`config.mk`:
```
export PLATFORM = sky130hd
export DESIGN_NAME = pwr_seq_top
export DESIGN_NICKNAME = d
export VERILOG_FILES = /design/src/rtl/pwr_seq_pkg.sv /design/src/rtl/pwr_seq_sync.sv /design/src/rtl/pwr_seq_debounce.sv /design/src/rtl/pwr_seq_wdog.sv /design/src/rtl/pwr_seq_fsm.sv /design/src/rtl/pwr_seq_top.sv
export SDC_FILE = /design/constraint.sdc
export NUM_CORES = 1
export LEC_CHECK = 0
export ABC_AREA = 1
export BUFFER_PORTS_ARGS = -buffer_cell sky130_fd_sc_hd__buf_2
export CORE_MARGIN = 2
export CORE_UTILIZATION = 50
export CTS_BUF_LIST = sky130_fd_sc_hd__clkbuf_8 sky130_fd_sc_hd__clkbuf_16
export DETAILED_ROUTE_END_ITERATION = 10
export GPL_TIMING_DRIVEN = 1
export PLACE_DENSITY_LB_ADDON = 0.05
export RECOVER_POWER = 50
export SLEW_MARGIN = 15
export SYNTH_ARGS = -nofsm -noshare
export SYNTH_HDL_FRONTEND = slang
export SYNTH_SLANG_ARGS = --single-unit
export TNS_END_PERCENT = 100
```
`constraint.sdc`:
```
create_clock -name clk -period 2.27 [get_ports clk]
set_clock_uncertainty 0.2 [all_clocks]
set_input_delay 0.227 -clock clk [delete_from_list [all_inputs] [get_ports clk]]
set_output_delay 0.227 -clock clk [all_outputs]
set_load 0.02 [all_outputs]
```
`src/rtl/pwr_seq_pkg.sv`:
```
// Shared types for the power-up sequencer.
// Assumes: one clock domain; all consumers import this package.
package pwr_seq_pkg;

    // Sequencer states; the enable is high in every state except OFF and FAULT.
    typedef enum logic [2:0] {
        PS_OFF       = 3'd0,
        PS_ENABLING  = 3'd1,
        PS_WAIT_PLL  = 3'd2,
        PS_RUN       = 3'd3,
        PS_WDOG_HOLD = 3'd4,
        PS_FAULT     = 3'd5
    } pwr_state_e;

endpackage

```
`src/rtl/pwr_seq_sync.sv`:
```
// Two-flop synchroniser for a bundle of independent level inputs.
// Assumes: each bit is a slow level; bits are not related to one another.
// The reset value is 0, so every input must already be polarity-adjusted
// such that 0 means "inactive".
module pwr_seq_sync #(
    parameter int WIDTH = 4
) (
    input  logic             clk,
    input  logic             rst_n,
    input  logic [WIDTH-1:0] d_in,
    output logic [WIDTH-1:0] d_out
);

    logic [WIDTH-1:0] meta_q;
    logic [WIDTH-1:0] sync_q;

    // Purpose: two register stages that absorb metastability.
    always_ff @(posedge clk) begin
        if (!rst_n) begin
            meta_q <= '0;
            sync_q <= '0;
        end else begin
            meta_q <= d_in;
            sync_q <= meta_q;
        end
    end

    assign d_out = sync_q;

endmodule

```
`src/rtl/pwr_seq_debounce.sv`:
```
// N-sample debounce. The output changes only after SAMPLES consecutive
// identical samples; otherwise it keeps its last value.
// Assumes: the input is already synchronised to clk.
module pwr_seq_debounce #(
    parameter int SAMPLES = 4
) (
    input  logic clk,
    input  logic rst_n,
    input  logic d_in,
    output logic d_out
);

    logic [SAMPLES-1:0] hist_q;
    logic               out_q;

    // Purpose: shift in the newest sample and update the filtered level.
    always_ff @(posedge clk) begin
        if (!rst_n) begin
            hist_q <= '0;
            out_q  <= 1'b0;
        end else begin
            hist_q <= {hist_q[SAMPLES-2:0], d_in};
            if (&hist_q)
                out_q <= 1'b1;
            else if (~|hist_q)
                out_q <= 1'b0;
        end
    end

    assign d_out = out_q;

endmodule

```
`src/rtl/pwr_seq_wdog.sv`:
```
// Watchdog down-counter. It is held at the reload value outside the run
// state and reloaded by a kick. It signals expiry when it reaches zero
// in the run state without a kick in that same cycle.
// Assumes: the kick is a synchronous one-cycle strobe; LOAD >= 2.
module pwr_seq_wdog #(
    parameter int WIDTH = 16,
    parameter int LOAD  = 65535
) (
    input  logic clk,
    input  logic rst_n,
    input  logic run,
    input  logic kick,
    output logic expire
);

    localparam logic [WIDTH-1:0] LOAD_V = WIDTH'(LOAD);

    logic [WIDTH-1:0] cnt_q;

    // Purpose: reload on kick or when idle, otherwise count down to zero.
    always_ff @(posedge clk) begin
        if (!rst_n)
            cnt_q <= LOAD_V;
        else if (!run || kick)
            cnt_q <= LOAD_V;
        else if (cnt_q != '0)
            cnt_q <= cnt_q - 1'b1;
    end

    assign expire = run && !kick && (cnt_q == '0);

endmodule

```
`src/rtl/pwr_seq_fsm.sv`:
```
// Power sequencing state machine. Low battery has priority in every state.
// The request inputs are used only in OFF. A shared timer measures the
// settling interval and the watchdog hold.
// Assumes: all inputs are synchronous and filtered.
module pwr_seq_fsm
    import pwr_seq_pkg::*;
#(
    parameter int ENABLE_CYCLES = 8,
    parameter int HOLD_CYCLES   = 64
) (
    input  logic clk,
    input  logic rst_n,
    input  logic pwr_req,
    input  logic lowbatt_act,
    input  logic pll_ok,
    input  logic wdog_expire,
    output logic wdog_run,
    output logic reg_en,
    output logic mcu_rst_n
);

    localparam int TMAX = (ENABLE_CYCLES > HOLD_CYCLES) ? ENABLE_CYCLES : HOLD_CYCLES;
    localparam int TW   = $clog2(TMAX + 1);
    localparam logic [TW-1:0] EN_LAST   = TW'(ENABLE_CYCLES - 1);
    localparam logic [TW-1:0] HOLD_LAST = TW'(HOLD_CYCLES - 1);

    pwr_state_e    state_q, state_d;
    logic [TW-1:0] timer_q;

    // Purpose: choose the next state, with low battery overriding all else.
    always_comb begin
        state_d = state_q;
        if (lowbatt_act) begin
            state_d = PS_FAULT;
        end else begin
            unique case (state_q)
                PS_OFF:       if (pwr_req) state_d = PS_ENABLING;
                PS_ENABLING:  if (timer_q == EN_LAST) state_d = PS_WAIT_PLL;
                PS_WAIT_PLL:  if (pll_ok) state_d = PS_RUN;
                PS_RUN:       if (wdog_expire) state_d = PS_WDOG_HOLD;
                PS_WDOG_HOLD: if (timer_q == HOLD_LAST) state_d = PS_WAIT_PLL;
                PS_FAULT:     state_d = PS_OFF;
                default:      state_d = PS_FAULT;
            endcase
        end
    end

    // Purpose: register the state and restart the timer on each transition.
    always_ff @(posedge clk) begin
        if (!rst_n) begin
            state_q <= PS_OFF;
            timer_q <= '0;
        end else begin
            state_q <= state_d;
            if (state_d != state_q)
                timer_q <= '0;
            else if (state_q == PS_ENABLING || state_q == PS_WDOG_HOLD)
                timer_q <= timer_q + 1'b1;
        end
    end

    // Purpose: decode the outputs from the registered state.
    always_comb begin
        reg_en    = (state_q != PS_OFF) && (state_q != PS_FAULT);
        mcu_rst_n = (state_q == PS_RUN);
        wdog_run  = (state_q == PS_RUN);
    end

endmodule

```
`src/rtl/pwr_seq_top.sv`:
```
// Power-up and reset sequencer top. It synchronises the four
// asynchronous inputs and debounces the two power-on request sources.
// It then drives the sequencing FSM and the watchdog.
// Assumes: every input except wdog_kick may be asynchronous to clk.
module pwr_seq_top #(
    parameter int ENABLE_CYCLES = 8,
    parameter int HOLD_CYCLES   = 64,
    parameter int DB_SAMPLES    = 4,
    parameter int WDOG_WIDTH    = 16,
    parameter int WDOG_LOAD     = 65535
) (
    input  logic clk,
    input  logic rst_n,
    input  logic pwr_key_n,
    input  logic chg_det,
    input  logic lowbatt_n,
    input  logic pll_ready_n,
    input  logic wdog_kick,
    output logic reg_en,
    output logic mcu_rst_n
);

    localparam int NSYNC = 4;
    localparam int NREQ  = 2;

    logic [NSYNC-1:0] raw_act;
    logic [NSYNC-1:0] sync_act;
    logic [NREQ-1:0]  req_db;
    logic             pwr_req;
    logic             lowbatt_act;
    logic             pll_ok;
    logic             wdog_run;
    logic             wdog_expire;

    // Purpose: map every input to "1 = active" before synchronising.
    assign raw_act = {~pll_ready_n, ~lowbatt_n, chg_det, ~pwr_key_n};

    pwr_seq_sync #(.WIDTH(NSYNC)) u_sync (
        .clk   (clk),
        .rst_n (rst_n),
        .d_in  (raw_act),
        .d_out (sync_act)
    );

    // One debounce per power-on source (bit 0 = key, bit 1 = charger).
    for (genvar g = 0; g < NREQ; g++) begin : g_db
        pwr_seq_debounce #(.SAMPLES(DB_SAMPLES)) u_db (
            .clk   (clk),
            .rst_n (rst_n),
            .d_in  (sync_act[g]),
            .d_out (req_db[g])
        );
    end

    assign pwr_req     = |req_db;
    assign lowbatt_act = sync_act[2];
    assign pll_ok      = sync_act[3];

    pwr_seq_fsm #(
        .ENABLE_CYCLES (ENABLE_CYCLES),
        .HOLD_CYCLES   (HOLD_CYCLES)
    ) u_fsm (
        .clk         (clk),
        .rst_n       (rst_n),
        .pwr_req     (pwr_req),
        .lowbatt_act (lowbatt_act),
        .pll_ok      (pll_ok),
        .wdog_expire (wdog_expire),
        .wdog_run    (wdog_run),
        .reg_en      (reg_en),
        .mcu_rst_n   (mcu_rst_n)
    );

    pwr_seq_wdog #(
        .WIDTH (WDOG_WIDTH),
        .LOAD  (WDOG_LOAD)
    ) u_wdog (
        .clk    (clk),
        .rst_n  (rst_n),
        .run    (wdog_run),
        .kick   (wdog_kick),
        .expire (wdog_expire)
    );

endmodule

```
[Yosys cells after proc, flatten, opt, wreduce, memory -nomap -nowiden]
Index checks and enable logic that the tools add are counted.
W data, S select, Z words.
Word-level totals
  register bits after elaboration: 44
  input bits: 7
  output and inout bits: 2
Operators by class
  add/sub/neg operators: 2
  equal/unequal tests: 11
  muxes and demuxes: 11
  bitwise operators: 4
  reductions and logical operators: 18
Operators by type and width (count)
  $mux W3: 6
  $pmux W3 S6: 1
  $logic_not A16 Y1: 1
  $reduce_bool A16 Y1: 1
  $sub A16 B1 Y16 const B: 1
  $reduce_and A4 Y1: 2
  $reduce_or A4 Y1: 2
  $add A7 B1 Y7 const B: 1
  $eq A7 B3 Y1 const B: 1
  $eq A7 B6 Y1 const B: 1
  $eq A3 B2 Y1 const B: 2
  $eq A3 B3 Y1 const B: 2
  $reduce_or A2 Y1: 3
  $mux W1: 4
  $ne A2 B1 Y1 const B: 2
  $not A1 Y1: 4
  $eq A3 B1 Y1 const B: 1
  $logic_and A1 B1 Y1: 3
  $logic_not A3 Y1: 1
  $ne A3 B3 Y1: 1
  $ne A3 B3 Y1 const B: 1
  $reduce_bool A3 Y1: 1
  $logic_not A1 Y1: 2
  $logic_or A1 B1 Y1: 2

[Logic depth before layout (Yosys ltp)]
Gate-level depths: netlist of run 1.
  depth after elaboration: 8
  gate-level depth with buffers: 12
  depth with buffers taken out: 12

[Cells and area by module]
Synthesis of run 1 repeated with hierarchy kept, for this count alone.
Second synthesis, totals
  cell total of the unflattened synthesis: 330
  area total of the unflattened synthesis: 2321.0 µm²
By module, submodules not included
  pwr_seq_wdog: times used 1, cells each 146, area an instance 960.9 µm², seq. area each 320.3 µm²
  pwr_seq_fsm: times used 1, cells each 105, area an instance 754.5 µm², seq. area each 200.2 µm²
  pwr_seq_debounce: times used 2, cells each 24, area an instance 178.9 µm², seq. area each 100.1 µm²
  pwr_seq_sync: times used 1, cells each 25, area an instance 225.2 µm², seq. area each 160.2 µm²
  pwr_seq_top: times used 1, cells each 6, area an instance 22.5 µm², seq. area each 0.0 µm²

[Worst setup path before layout of run 1]
OpenSTA, ideal clock, no wires.
  path type: reg2reg
  start point: reg u_wdog.cnt_q[0]
  end point: reg u_fsm.timer_q[0]
  arrival time: 1381 ps
  data required time: 1950 ps
  path slack: 569 ps
  cell stages (with the launch flop): 12
  buffers on the path: 0
  period minus slack after synthesis: 1701 ps
  cells stage by stage: dfxtp_1 inv_1 ha_1 nand2_1 nor2_1 nand3_2 nand2_2 nand2_1 nand2_1 nand2_1 nand2_2 nor3_2
On the way
  cells in the longest elaborated chain, start to end: 7
Ends and longest elaborated chain
  start: declaration: line pwr_seq_wdog.sv:18  | logic [WIDTH-1:0] cnt_q;
  start signal: assignment: line pwr_seq_wdog.sv:27  | cnt_q <= cnt_q - 1'b1;
  $logic_not A16 Y1: line pwr_seq_wdog.sv:30  | assign expire = run && !kick && (cnt_q == '0);
  $logic_and A1 B1 Y1: line pwr_seq_wdog.sv:30
  $mux W3: line pwr_seq_fsm.sv:40  | PS_RUN: if (wdog_expire) state_d = PS_WDOG_HOLD;
  $pmux W3 S6: line pwr_seq_fsm.sv:36  | unique case (state_q)
  $mux W3: line pwr_seq_fsm.sv:33  | if (lowbatt_act) begin
  $ne A3 B3 Y1: line pwr_seq_fsm.sv:55  | if (state_d != state_q)
  $reduce_or A2 Y1 (no source line)
  end signal: assignment: line pwr_seq_fsm.sv:58  | timer_q <= timer_q + 1'b1;
  end: declaration: line pwr_seq_fsm.sv:28  | logic [TW-1:0] timer_q;
Every way passes these cells.
A chain may end at the register's enable or synchronous reset.

[Worst setup path in the final report of run 1]
  start point: reg u_wdog.cnt_q[0]
  end point: reg u_fsm.timer_q[3]
The elaborated chain is that of the path after synthesis.

==> run metrics, run 1 <==
status finished, final reports clean; Synth top area share 0.431; DRC violation count after routing 0; worst reg2reg path depth 11; Slew Limit Fails 0; Cells on Worst Hold Path 4; endpoints failing setup 0; clock sinks 44; antenna violations before repair 0; Crit Path Class flip-flop to flip-flop; Post-CTS Setup Bufs 0; top cells by area, synth dfxtp_1 (43%), nand2_1 (12%), inv_1 (7.3%); post-synthesis simple-gate area fraction 0.363; Avg WL per Cell 10.7 µm; Max Root-Sink Buffers 2; mean area per synthesized cell 7.33 µm²; crit path buf inv count 1; Vias 1681; placer's final routability congestion estimate 0.858; post-synthesis cell count 279; vias in the first global route 1493; Synth Area in Adders 0.0122; Yosys reg bits 44; max cap viols 0; LEAKAGE 1.02 nW; largest net degree at the start of global routing 18; global route hottest layer met2; setup TNS 0 ns; clk slew on worst S/H paths 0.09 ns; Yosys cell types 28; CP Cell Sequence inv_1, ha_1, nand2_1, nor2_1, nand3_2, nand2_1, nand2_1, nand2_1, nand2_1, nand2_2, nor3_2; Worst Tran Pin Value 0.425 ns; drt total wl 3710 µm; sequential area share after synthesis 0.431; # rows 23; global-route wire length before repair 6320 µm; PD cells 748 nW/µm²; area of the core 3970 µm²; area leader, netlist dfxtp_1; Synth top cells by count nand2_1 (66), dfxtp_1 (44), inv_1 (40), nor2_1 (40), nand3_1 (18); pre-CTS setup slack 0.378 ns; Initial Util 0.515; mux cell area share after synthesis 0.00550; xor/xnor cell area share of the yosys netlist 0.0428; cts bufs inserted 5; Slew headroom 0.716; # diodes 0; Crit path top cell by count nand2_1; GR Util All Layers 0.183; total grt overflow 0; CTS tree yes; worst vdd ir 410 µV; Arr. time, crit path 1.93 ns; final period utilization 0.856; Max H-tree Level 2; flop-to-flop setup slack 0.33 ns; most instantiated library cell after synthesis nand2_1; Clock Latency Late Sink 0.30 ns; startpoint types flip-flop; nets 305; Synth Area in Compound Gates 0.0593; average vias per placed instance 4.84; async set-or-reset flop fraction in the synthesized netlist 0; WP depth 11; drt pass-1 iters 4; largest family of logic cells by synthesized area simple AND/OR/NAND/NOR gates; synth warn 0; DIE WIDTH 68.0 µm; EDFF count, synth 0; port buffer count 8; Synth Cell Area 2050 µm²; Crit-path slowest cell dfxtp_1; Routed Antenna Nets 0; die height 68.0 µm; ys flop type dfxtp_1; CP top delay family simple AND/OR/NAND/NOR gates; worst-path maximum fanout 7; Clock Tree Root clkbuf_8; Hold Path Class primary input to flip-flop; Syn-to-layout area delta 11.7%; GR Util met1 0.228; Crit. End Element flip-flop; Post-Syn Nets 288; unrepaired setup endpoints after global routing false; M2 GR Usage 0.301; hold buffers post-CTS 4; cts repair resizes 0; Die Area 4620 µm²; share of cells above drive strength 1 0.141; Final Critical Period 1.94 ns; crit-path max cell delay 0.33 ns; met3 Usage GRT 0.0510; num ports 9; Setup WS post-layout 0.326 ns; Final Hold Vio Count 0; fmax 515 MHz; Iteration-0 DRC Markers 45; Worst EP required 2.26 ns; DP Wirelength 2750 µm
==> final timing paths <==
| check | startpoint | end |
|---|---|---|
| worst max register to register | u_wdog.cnt_q[0]$_SDFFE_PP1N_ | u_fsm.timer_q[3]$_SDFFE_PP0P_ |
| worst max-delay path | u_wdog.cnt_q[0]$_SDFFE_PP1N_ | u_fsm.timer_q[3]$_SDFFE_PP0P_ |
| worst min-delay path | wdog_kick | u_fsm.state_q[2]$_SDFF_PN0_ |
| worst min register to register | u_sync.meta_q[3]$_SDFF_PN0_ | u_sync.d_out[3]$_SDFF_PN0_ |
==> worst register-to-register path: stages, from the launching register on <==
cell and delay (ns):
dfxtp_1 0.33, inv_1 0.07, ha_1 0.25, nand2_1 0.10, nor2_1 0.15, nand3_2 0.11
nand2_1 0.14, nand2_1 0.09, nand2_1 0.08, nand2_1 0.06, nand2_2 0.18, nor3_2 0.07
==> metal layers <==
metal  part of all wire  vias up
li1                   -      914
met1               0.50      741
met2               0.45       20
met3              0.030        6
met4              0.014        0
met5                  0        -
==> per-stage QoR <==
step                      utilization  power (mW)  instances  instance area (µm²)  hold slack, ns
after detailed placement        0.538        1.12        335                 2140           0.189
after global routing            0.576        1.80        347                 2290          0.0441
final                           0.576        1.71        347                 2290          0.0329
after CTS                       0.577        1.74        347                 2290          0.0391
after floorplan                     -        1.06        279                 2050          0.0994
after global placement          0.538        1.12        335                 2140           0.184
==> layout by cell type (no fill, tap or decap), types with 2 or more instances in the layout <==
cell type | synthesis | final
a21oi_1 | 6 | 6
nand2_2 | 6 | 5
o211ai_1 | 5 | 5
nor2_2 | 7 | 7
nand4_1 | 6 | 6
clkbuf_1 | 1 | 2
dfxtp_1 | 44 | 44
nor4_1 | 3 | 3
o31ai_1 | 3 | 3
nor2_1 | 40 | 40
inv_2 | 2 | 2
buf_2 | 1 | 6
xor2_1 | 6 | 6
xnor2_1 | 4 | 4
dlygate4sd3_1 | 0 | 4
clkbuf_8 | 0 | 5
o21ai_0 | 2 | 2
nor3_2 | 8 | 8
nand2_1 | 66 | 67
nand3_2 | 2 | 2
nand3_1 | 18 | 18
inv_1 | 40 | 40
ha_1 | 2 | 2
==> sequential cells by signal, indices dropped and copies added (netlist names) <==
name,cells
u_sync.meta_q,4
u_sync.d_out,4
u_wdog.cnt_q,16
u_fsm.state_q,3
u_fsm.timer_q,7
g_db.u_db.hist_q,8
g_db.u_db.d_out,2
==> layout make-up <==
type / count / area, µm²
fill: 401 / 1690
multi-input combinational: 190 / 985
sequential: 44 / 881
inverter: 42 / 158
timing repair buffer: 13 / 85.1
clock buffer: 5 / 68.8
tap: 50 / 62.6
clock inverter: 3 / 46.3
==> power breakdown <==
group / switching (mW) / internal [mW]
combinational: 0.186 / 0.0974
clock: 0.276 / 0.331
sequential: 0.0238 / 0.796
==> cells by family after synthesis <==
logic type               count (synthesis)
AO/OA/AOI/OAI                           19
XOR/XNOR                                10
adder cells (fa/ha/maj)                  2
buffers and inverters                   45
flip-flops                              44
multiplexers                             1
AND/OR/NAND/NOR                        158
Note: power is estimated with default switching activity, not from simulation.
==> run 2: changes to the inputs <==
--- a/config.mk
+++ b/config.mk
@@ -5,7 +5,6 @@
 export SDC_FILE = /design/constraint.sdc
 export NUM_CORES = 1
 export LEC_CHECK = 0
-export ABC_AREA = 1
 export BUFFER_PORTS_ARGS = -buffer_cell sky130_fd_sc_hd__buf_2
 export CORE_MARGIN = 2
 export CORE_UTILIZATION = 50
==> run 2 against run 1 <==
Net effect: maximum frequency decreased by 9.1%; final area is 3.9% lower; synthesized cell count fell by 26%; worst setup slack got worse by 0.19 ns; via count decreased by 11%; count of clock-buffer cells in the layout is 1 higher.
==> run metrics, run 2 <==
EDFF count, synth 0 (unchanged); PnR Total Power 1.47 mW (was 1.71 mW); # diodes 0 (unchanged); unrepaired setup endpoints after global routing false (unchanged); CTS tree yes (unchanged); Cells on Worst Hold Path 2 (was 4); port buffer count 8 (unchanged); area leader, netlist dfxtp_1 (unchanged); WP depth 6 (was 11); endpoints failing setup 0 (unchanged); LEAKAGE 0.852 nW (was 1.02 nW); Max Root-Sink Buffers 2 (unchanged); placer's final routability congestion estimate 0.784 (was 0.858); max cap viols 0 (unchanged); DP Wirelength 2430 µm (was 2750 µm); Syn-to-layout area delta 11.1% (was 11.7%); Clock Latency Late Sink 0.29 ns (was 0.30 ns); ys flop type dfxtp_1 (unchanged); Slew headroom 0.597 (was 0.716); Final Hold Vio Count 0 (unchanged); Placement Cell Area 2030 µm² (was 2140 µm²); setup TNS 0 ns (unchanged); synth warn 0 (unchanged); Hold Path Class primary input to flip-flop (unchanged); flop-to-flop setup slack 0.13 ns (was 0.33 ns); Arr. time, crit path 2.11 ns (was 1.93 ns); nets 230 (was 305); DRC violation count after routing 0 (unchanged); die height 66.9 µm (was 68.0 µm); Clock Tree Root clkbuf_8 (unchanged); total grt overflow 0 (unchanged); average vias per placed instance 5.51 (was 4.84); Vias 1488 (was 1681); hold slack 0.130 ns (was 0.0329 ns); Die Area 4470 µm² (was 4620 µm²); Routed Antenna Nets 0 (unchanged); most common cell after layout, fill and taps aside dfxtp_1 (was nand2_1); most instantiated library cell after synthesis dfxtp_1 (was nand2_1); Crit. End Element flip-flop (unchanged); Synth Cell Area 1980 µm² (was 2050 µm²); worst vdd ir 493 µV (was 410 µV); fin area 2200 µm² (was 2290 µm²); post-synthesis cell count 207 (was 279); max FFs per register 16 (unchanged); Slew Limit Fails 0 (unchanged); clk slew on worst S/H paths 0.08 ns (was 0.09 ns); fmax 468 MHz (was 515 MHz); CP Cell Sequence ha_2, nand2b_1, or4_4, o311a_1, nand4_1, nor2_1 (was inv_1, ha_1, nand2_1, nor2_1, nand3_2, nand2_1, nand2_1, nand2_1, nand2_1, nand2_2, nor3_2); Avg WL per Cell 12.5 µm (was 10.7 µm); num ports 9 (unchanged); top cells by area, synth dfxtp_1 (45%), and2_1 (4.7%), nor2_1 (3.6%) (was dfxtp_1 (43%), nand2_1 (12%), inv_1 (7.3%)); Reg with most FFs u_wdog.cnt_q (unchanged); crit path buf inv count 0 (was 1); commonest cells after routing, fill and taps aside dfxtp_1 (42), nor2_1 (19), nand2_1 (15), and2_1 (11) (was nand2_1 (67), dfxtp_1 (44), inv_1 (40), nor2_1 (40), nand3_1 (18)); drt total wl 3370 µm (was 3710 µm); worst r2r src u_fsm.timer_q[0]$_SDFFE_PP0P_ (was u_wdog.cnt_q[0]$_SDFFE_PP1N_); Hold Crit Start rst_n (was wdog_kick); startpoint types flip-flop (unchanged); sequential area share after synthesis 0.446 (was 0.431); Worst Tran Pin Value 0.589 ns (was 0.425 ns); drt pass-1 iters 4 (unchanged); status finished, final reports clean (unchanged); Synth top cells by count dfxtp_1 (44), nor2_1 (19), and2_1 (15), nand2_1 (15) (was nand2_1 (66), dfxtp_1 (44), inv_1 (40), nor2_1 (40), nand3_1 (18)); area of the core 3740 µm² (was 3970 µm²); clock sinks 44 (unchanged); global-route wire length before repair 5900 µm (was 6320 µm); Iteration-0 DRC Markers 28 (was 45); Yosys reg bits 44 (unchanged); Final Critical Period 2.14 ns (was 1.94 ns); Synth top area share 0.446 (was 0.431); Worst EP required 2.24 ns (was 2.26 ns); Crit-path slowest cell or4_4 (was dfxtp_1); crit-path max cell delay 0.51 ns (was 0.33 ns); Yosys cell types 50 (was 28); Post-Syn Nets 216 (was 288); antenna violations before repair 0 (unchanged); largest net degree at the start of global routing 25 (was 18); mean area per synthesized cell 9.54 µm² (was 7.33 µm²); PD cells 670 nW/µm² (was 748 nW/µm²); Max H-tree Level 2 (unchanged); top flop regs u_wdog.cnt_q x16, g_db.u_db.hist_q x8, u_fsm.timer_q x7 (unchanged); worst-path maximum fanout 7 (unchanged); share of cells above drive strength 1 0.135 (was 0.141); final period utilization 0.942 (was 0.856); Critical Path Source u_fsm.timer_q[0]$_SDFFE_PP0P_ (was u_wdog.cnt_q[0]$_SDFFE_PP1N_); cts bufs inserted 5 (unchanged); async set-or-reset flop fraction in the synthesized netlist 0 (unchanged); Initial Util 0.528 (was 0.515); DIE WIDTH 66.9 µm (was 68.0 µm); worst reg2reg path depth 6 (was 11); CP top delay family simple AND/OR/NAND/NOR gates (unchanged); Crit Path Class flip-flop to flip-flop (unchanged); Layout Utilization 0.587 (was 0.576); # rows 22 (was 23); vias in the first global route 1414 (was 1493); GR Util All Layers 0.177 (was 0.183)
## run 2: cell types whose count changed after synthesis, sizes merged, moves of 5 or more
| cell | delta |
|---|---|
| nand2 | -58 |
| nor2b | +7 |
| inv | -37 |
| clkbuf | +5 |
| nand3 | -13 |
| nor2 | -28 |
| and2 | +15 |
## run 2: cell type report
class / instances / area (µm²)
fillers: 331 / 1550
inverters: 5 / 18.8
clock inverters: 2 / 38.8
clock buffers: 6 / 82.6
multi-input cells: 152 / 1020
flip-flops and latches: 44 / 886
well taps: 48 / 60.1
repair buffers: 13 / 85.1
## run 2: stage by stage
stage	worst slack [ns]	std cells
after CTS	0.0668	270
final	0.133	270
after detailed placement	0.0820	258
after global placement	0.102	258
after global routing	0.00666	270
after floorplan	0.285	207
## run 2: worst paths after layout
path / end
setup reg to reg: u_fsm.timer_q[1]$_SDFFE_PP0P_
hold / removal: u_fsm.state_q[0]$_SDFF_PN0_
hold reg to reg: u_sync.d_out[1]$_SDFF_PN0_
setup / recovery: u_fsm.timer_q[1]$_SDFFE_PP0P_
## run 2: metal layers
| layer | global-route usage | wire [µm] |
|---|---|---|
| met5 | 0 | 0 |
| met4 | 0.0918 | 46 |
| met3 | 0.0608 | 76 |
| met2 | 0.310 | 1700 |
| met1 | 0.186 | 1550 |
## run 2: power by group
part / switching [mW] / leakage, nW / internal [mW] / total (mW)
Sequential: 0.0116 / 0.359 / 0.785 / 0.796
Clock: 0.262 / 0.0614 / 0.360 / 0.622
Combinational: 0.0256 / 0.432 / 0.0280 / 0.0536
Total: 0.299 / 0.852 / 1.17 / 1.47
## run 2: repair_timing
| item | 4_1_cts | 5_1_grt |
|---|---|---|
| setup endpoints to repair | 0 | 7 |
| hold endpoints to repair | 4 | 0 |
| setup buffers | 0 | 0 |
| resized for setup | 0 | 4 |
| hold buffers | 4 | 0 |
## run 2: cell families after synthesis
| family | Yosys count | synth area share |
|---|---|---|
| compound gates | 32 | 0.116 |
| xor+xnor | 13 | 0.0576 |
| fa+ha+maj | 2 | 0.0127 |
| buf+inv | 11 | 0.0361 |
| flops | 44 | 0.446 |
| mux | 1 | 0.00507 |
| simple gates | 104 | 0.327 |
